--- src/rtl/imb_pkg.sv ---
package imb_pkg;
  typedef enum logic [1:0] {
    FILT_HOLD  = 2'd0,
    FILT_CLEAR = 2'd1,
    FILT_STEP  = 2'd2
  } filt_op_e;
endpackage

--- src/rtl/imb_phase_sum.sv ---
module imb_phase_sum #(
  parameter int N_PH     = 3,
  parameter int SAMPLE_W = 16,
  parameter int SUM_W    = SAMPLE_W + $clog2(N_PH) + 1
) (
  input  logic signed [SAMPLE_W-1:0] samples [N_PH],
  output logic signed [SUM_W-1:0]    sum
);
  localparam int EXT_W = SUM_W - SAMPLE_W;

  logic signed [SUM_W-1:0] part [N_PH+1];

  assign part[0] = '0;

  // Running sum of the sign-extended phases, one adder per phase.
  for (genvar g = 0; g < N_PH; g++) begin : g_acc
    logic signed [SUM_W-1:0] ext;
    assign ext         = $signed({{EXT_W{samples[g][SAMPLE_W-1]}}, samples[g]});
    assign part[g + 1] = part[g] + ext;
  end

  assign sum = part[N_PH];
endmodule

--- src/rtl/imb_iir_avg.sv ---
module imb_iir_avg
  import imb_pkg::*;
#(
  parameter int SUM_W   = 18,
  parameter int SHIFT_W = 4,
  parameter int FRAC_W  = (1 << SHIFT_W) - 1,
  parameter int ACC_W   = SUM_W + FRAC_W
) (
  input  logic                     clk,
  input  logic                     rst_n,
  input  logic                     enable,
  input  logic                     step,
  input  logic [SHIFT_W-1:0]       shift_k,
  input  logic signed [SUM_W-1:0]  sum_in,
  output logic signed [ACC_W-1:0]  state,
  output logic signed [SUM_W-1:0]  filt_int
);
  localparam int DIFF_W = ACC_W + 1;

  filt_op_e                 op;
  logic signed [ACC_W-1:0]  target;
  logic signed [DIFF_W-1:0] diff;
  logic signed [DIFF_W-1:0] inc;
  logic signed [ACC_W-1:0]  state_d;

  always_comb begin
    if (!enable)   op = FILT_CLEAR;
    else if (step) op = FILT_STEP;
    else           op = FILT_HOLD;
  end

  // The step moves the state toward the scaled input by 2^-k of the gap.
  always_comb begin
    target = $signed({sum_in, {FRAC_W{1'b0}}});
    diff   = $signed({target[ACC_W-1], target}) - $signed({state[ACC_W-1], state});
    inc    = diff >>> shift_k;
    case (op)
      FILT_CLEAR: state_d = '0;
      FILT_STEP:  state_d = state + inc[ACC_W-1:0];
      default:    state_d = state;
    endcase
  end

  always_ff @(posedge clk or negedge rst_n) begin
    if (!rst_n) state <= '0;
    else        state <= state_d;
  end

  assign filt_int = state[ACC_W-1:FRAC_W];
endmodule

--- src/rtl/imb_trip_cmp.sv ---
module imb_trip_cmp #(
  parameter int SUM_W = 18,
  parameter int THR_W = 16
) (
  input  logic signed [SUM_W-1:0] value,
  input  logic [THR_W-1:0]        thresh,
  output logic                    over
);
  localparam int TRIP_W = THR_W + 2;
  localparam int CMP_W  = (SUM_W > TRIP_W) ? SUM_W : TRIP_W;

  logic [SUM_W-1:0]  mag;
  logic [TRIP_W-1:0] trip;
  logic [CMP_W-1:0]  mag_x;
  logic [CMP_W-1:0]  trip_x;

  always_comb begin
    mag    = value[SUM_W-1] ? (~value + 1'b1) : value;
    trip   = {2'b00, thresh} + {1'b0, thresh, 1'b0};
    mag_x  = CMP_W'(mag);
    trip_x = CMP_W'(trip);
    over   = mag_x > trip_x;
  end
endmodule

--- src/rtl/phase_imbalance_detect.sv ---
module phase_imbalance_detect #(
  parameter int SAMPLE_W = 16,
  parameter int THR_W    = 16,
  parameter int SHIFT_W  = 4
) (
  input  logic                       clk,
  input  logic                       rst_n,
  input  logic                       sample_valid,
  input  logic                       three_phase_en,
  input  logic signed [SAMPLE_W-1:0] phase_a,
  input  logic signed [SAMPLE_W-1:0] phase_b,
  input  logic signed [SAMPLE_W-1:0] phase_c,
  input  logic [THR_W-1:0]           ref_thresh,
  input  logic [SHIFT_W-1:0]         filt_shift,
  output logic                       imbalance_flag
);
  localparam int N_PH   = 3;
  localparam int SUM_W  = SAMPLE_W + $clog2(N_PH) + 1;
  localparam int FRAC_W = (1 << SHIFT_W) - 1;
  localparam int ACC_W  = SUM_W + FRAC_W;

  logic signed [SAMPLE_W-1:0] ph_vec [N_PH];
  logic signed [SUM_W-1:0]    homo_sum;
  logic signed [ACC_W-1:0]    acc_state;
  logic signed [SUM_W-1:0]    avg_sum;
  logic                       over_trip;
  logic                       flag_d;

  assign ph_vec[0] = phase_a;
  assign ph_vec[1] = phase_b;
  assign ph_vec[2] = phase_c;

  imb_phase_sum #(
    .N_PH(N_PH), .SAMPLE_W(SAMPLE_W), .SUM_W(SUM_W)
  ) u_sum (
    .samples(ph_vec),
    .sum    (homo_sum)
  );

  imb_iir_avg #(
    .SUM_W(SUM_W), .SHIFT_W(SHIFT_W), .FRAC_W(FRAC_W), .ACC_W(ACC_W)
  ) u_avg (
    .clk     (clk),
    .rst_n   (rst_n),
    .enable  (three_phase_en),
    .step    (sample_valid),
    .shift_k (filt_shift),
    .sum_in  (homo_sum),
    .state   (acc_state),
    .filt_int(avg_sum)
  );

  imb_trip_cmp #(
    .SUM_W(SUM_W), .THR_W(THR_W)
  ) u_cmp (
    .value (avg_sum),
    .thresh(ref_thresh),
    .over  (over_trip)
  );

  always_comb flag_d = three_phase_en & over_trip;

  always_ff @(posedge clk or negedge rst_n) begin
    if (!rst_n) imbalance_flag <= 1'b0;
    else        imbalance_flag <= flag_d;
  end
endmodule

--- config.mk ---
export PLATFORM = sky130hd
export DESIGN_NAME = phase_imbalance_detect
export DESIGN_NICKNAME = d
export VERILOG_FILES = /design/src/rtl/imb_pkg.sv /design/src/rtl/imb_phase_sum.sv /design/src/rtl/imb_iir_avg.sv /design/src/rtl/imb_trip_cmp.sv /design/src/rtl/phase_imbalance_detect.sv
export SDC_FILE = /design/constraint.sdc
export NUM_CORES = 1
export LEC_CHECK = 0
export BUFFER_PORTS_ARGS = -buffer_cell sky130_fd_sc_hd__buf_4
export CORE_ASPECT_RATIO = 1.75
export CORE_MARGIN = 2
export CORE_UTILIZATION = 61
export CTS_CLUSTER_SIZE = 30
export DETAILED_ROUTE_END_ITERATION = 16
export PLACE_DENSITY = 0.91
export SETUP_SLACK_MARGIN = 0.1
export SLEW_MARGIN = 20
export SYNTH_ARGS = -nofsm -noshare
export SYNTH_HDL_FRONTEND = slang
export SYNTH_SLANG_ARGS = --single-unit
--- constraint.sdc ---
create_clock -name clk -period 7.6 [get_ports clk]
set_input_delay 0.38 -clock clk [delete_from_list [all_inputs] [get_ports clk]]
set_output_delay 0.38 -clock clk [all_outputs]
set_load 0.005 [all_outputs]
==> results.sh <==
export IMPL_yosysWarningCount=0
export IMPL_fill_cells=1061
export IMPL_num_vias=9536
export IMPL_grt_overflow=0
export IMPL_gp_congestion=1.08
export IMPL_viasPerCell=6.68
export IMPL_synth_cell_type_count=76
export IMPL_timing_rr_end="u_avg.state[30]$_DFFE_PN0P_"
export IMPL_firstDrtPassIters=7
export IMPL_io_buffers=72
export IMPL_wl_per_cell_um=18.3
export IMPL_cp_data_arrival_time_ns=7.51
export IMPL_ios=73
export IMPL_drv_slew=0
export IMPL_die_y_um=161
export IMPL_initial_core_util_pct=62.2
export IMPL_postRouteAntennaNets=0
export IMPL_ir_drop_v=0.000227
export IMPL_route_detailed_drc=0
export IMPL_place_ws_ns=-0.329
export IMPL_startpoint_type="input port"
export IMPL_p_switching_mw=2.63
export IMPL_critPathCaptureType="flop"
export IMPL_grt_total_usage_pct=32.7
export IMPL_syn_area_mm2=0.00860
export IMPL_rsz0062_at_grt="true"
export IMPL_switching_share_pct=51.9
export IMPL_drive_above_1_share_pct=19.0
export IMPL_grt_max_degree=45
export IMPL_clkPwrFrac_pct=4.8
export IMPL_dieArea_mm2=0.0151
export IMPL_ys_ff_latch=35
export IMPL_tritoncts="yes"
export IMPL_critPathRequiredTime_ns=7.76
export IMPL_cts_buffer_depth=2
export IMPL_core_rowCount=57
export IMPL_root_buffer="clkbuf_16"
export IMPL_synth_nets=1327
export IMPL_fin_crit_ns=7.35
export IMPL_yosysSeqAreaShare_pct=10.2
export IMPL_relSlewSlack_pct=36.2
export IMPL_crit_path_max_incr_delay_ns=0.49
export IMPL_synthCells=1131
export IMPL_clk_pin_slew_ns=0.06
export IMPL_combPwrFrac_pct=87.9
export IMPL_nets=1445
export IMPL_internal_power_mw=2.44
export IMPL_crit_type="in -> reg"
export IMPL_area_growth_pct=18.2
export IMPL_slowest_stage="mux4_2"
export IMPL_fmax_mhz=136
export IMPL_power_leakage_nw=4.72
export IMPL_pwr_density_cell_mw_per_mm2=498
export IMPL_htreeDepth=2
export IMPL_drt_iter0_drc=772
export IMPL_total_power_mw=5.07
export IMPL_cp_max_fo=3
export IMPL_status="finished clean"
export IMPL_grt_pass1_wl_mm=40.5
export IMPL_synth_ff_type="dfrtp_1"
export IMPL_synth_edf_count=0
export IMPL_reg2reg_from="u_avg.state[1]$_DFFE_PN0P_"
export IMPL_drv_cap=0
export IMPL_cts_sinks=35
export IMPL_synth_async_sr_flop_share_pct=100
export IMPL_clk_latency_ns=0.29
export IMPL_wl_mm=26.1
export IMPL_final_util_pct=73.5
export IMPL_dieWidth_um=93.8
export IMPL_cts_buffers=5
export IMPL_grt_pass1_vias=9118
export IMPL_worst_slack_ns=0.247
export IMPL_antenna_found_initial=0
export IMPL_synth_avg_cell_area_um2=7.61
export IMPL_worst_slew_pin_transition_ns=0.944
export IMPL_hp_class="in -> async"
export IMPL_design_core_area_mm2=0.0138
export IMPL_hold_violations=0
export IMPL_seq_power_share_pct=7.3
export IMPL_period_share_pct=96.8
export IMPL_hpwl_mm=20.6
export IMPL_r2r_slack_ns=1.30
export IMPL_clock_skew_ns=0.00719
export IMPL_worstRegToRegCells=24
export IMPL_antenna_cells=0
export IMPL_crit_top_cell="buf_4"
export IMPL_finalSetupViolations=0
flip-flops by register name, indices dropped and copies added (netlist names):
register	flops
imbalance_flag	1
u_avg.state	34
how the worst max path moves through the flow:
stage	from	end	slack, ns	cells past startpoint
2_1_floorplan	phase_a[1]	u_avg.state[33]$_DFFE_PN0P_	0.39	36
3_3_place_gp	phase_a[1]	u_avg.state[30]$_DFFE_PN0P_	-0.08	37
3_5_place_dp	phase_b[1]	u_avg.state[33]$_DFFE_PN0P_	-0.33	41
4_1_cts	phase_b[1]	u_avg.state[33]$_DFFE_PN0P_	0.06	41
5_1_grt	phase_b[1]	u_avg.state[33]$_DFFE_PN0P_	-0.07	39
6_report	phase_b[1]	u_avg.state[30]$_DFFE_PN0P_	0.25	38
layer usage:
metal  vias to the layer above  wire [um]  track usage (%)
li1                       4437          -                -
met1                      4514       9520             34.4
met2                       454      13600             62.9
met3                       131       1410             1.91
met4                         0       1560             17.6
met5                         -          0                0
Yosys cell counts, drive strengths merged (12+ instances only):
cell type	number	share of area, %
nand3	26	1.5
a21o	29	2.5
xnor2	59	6.2
xor2	25	2.5
o211ai	12	1.1
clkbuf	32	1.4
nor2b	14	1.0
dfrtp	35	10
nor2	106	4.6
o31ai	16	1.5
ha	105	15
o21a	13	1.1
a211oi	33	2.9
and2	12	0.87
nand2	88	3.8
or3	15	1.1
o21ai	66	3.8
inv	68	3.0
a31oi	13	0.95
fa	19	4.4
mux2	12	1.6
mux2i	44	5.1
nor3	32	1.9
or2	13	0.95
a21oi	85	4.9
cell usage in the layout (no fill, tap or decap), types with 5 or more instances in the layout:
| cell type | synthesis | final |
|---|---|---|
| xor2_1 | 25 | 25 |
| mux2i_1 | 44 | 42 |
| ha_1 | 105 | 101 |
| mux2_2 | 12 | 12 |
| nor2_1 | 106 | 106 |
| buf_4 | 0 | 152 |
| fa_1 | 19 | 18 |
| o211ai_1 | 11 | 11 |
| inv_1 | 68 | 68 |
| o21a_1 | 13 | 13 |
| o22ai_1 | 8 | 8 |
| a211oi_1 | 32 | 29 |
| a21oi_1 | 85 | 80 |
| o21ai_0 | 66 | 57 |
| and2_1 | 12 | 12 |
| dfrtp_1 | 35 | 35 |
| nand3_1 | 26 | 24 |
| clkbuf_16 | 0 | 5 |
| a21o_1 | 29 | 29 |
| o21bai_1 | 11 | 11 |
| o31ai_1 | 15 | 14 |
| and3_1 | 9 | 9 |
| or3_1 | 14 | 13 |
| or2_2 | 13 | 13 |
| nand2b_1 | 11 | 11 |
| nor3_1 | 32 | 29 |
| nor4_1 | 6 | 5 |
| nor2b_1 | 14 | 14 |
| nand4_1 | 10 | 10 |
| mux4_2 | 6 | 6 |
| o31a_1 | 7 | 7 |
| nand2_1 | 88 | 88 |
| a31oi_1 | 13 | 11 |
| o21ai_1 | 0 | 6 |
| xnor2_1 | 58 | 58 |
| o211a_1 | 5 | 5 |
power by group through the flow:
stage	Clock, mW	Sequential [mW]	Combinational, mW
3_5_place_dp	0	0.365	4.16
2_1_floorplan	0	0.315	2.94
3_3_place_gp	0	0.360	4.04
5_1_grt	0.249	0.377	4.82
6_report	0.245	0.369	4.45
4_1_cts	0.244	0.362	4.21
kinds of logic after synthesis:
family | after synthesis | synth area share, %
multiplexers | 62 | 8.26
flip-flops | 35 | 10.2
XOR/XNOR | 84 | 8.77
AO/OA/AOI/OAI | 361 | 28.6
buffers and inverters | 113 | 4.96
adder cells (fa/ha/maj) | 124 | 19.7
AND/OR/NAND/NOR | 352 | 19.6
worst max-delay path, delay by kind of cell:
kind                     cells  cell delay [ns]
multiplexers                 3             0.93
adder cells (fa/ha/maj)      5             1.58
AND/OR/NAND/NOR              9             1.47
AO/OA/AOI/OAI               13             2.20
buffers and inverters        7             0.81
XOR/XNOR                     1             0.12
repair_timing:
item	in CTS	in global routing
pin swaps	1	18
cloned	0	0
hold buffers	0	0
gates resized for setup	7	44
buffers inserted	0	4
setup endpoints to repair	3	13
metrics by stage:
| step | hold slack (ns) | TNS [ns] | cell area, um^2 | cells |
|---|---|---|---|---|
| floorplan | 0.0844 | 0 | 8600 | 1131 |
| global placement | 0.358 | -0.0755 | 9780 | 1415 |
| detailed placement | 0.360 | -0.920 | 9780 | 1415 |
| CTS | 0.0567 | 0 | 9980 | 1423 |
| global route | 0.0925 | -0.120 | 10200 | 1427 |
| finish | 0.0427 | 0 | 10200 | 1427 |
cell type report:
cell class              count  area, um^2  area share, %
multi-input cells         983        7490           73.6
repair buffers            152        1140           11.2
flip-flops and latches     35         876           8.61
inverters                  72         270           2.66
well taps                 177         221           2.18
clock buffers               6         139           1.37
clock inverters             2        35.0          0.344
(Power assumes the default switching activity.)
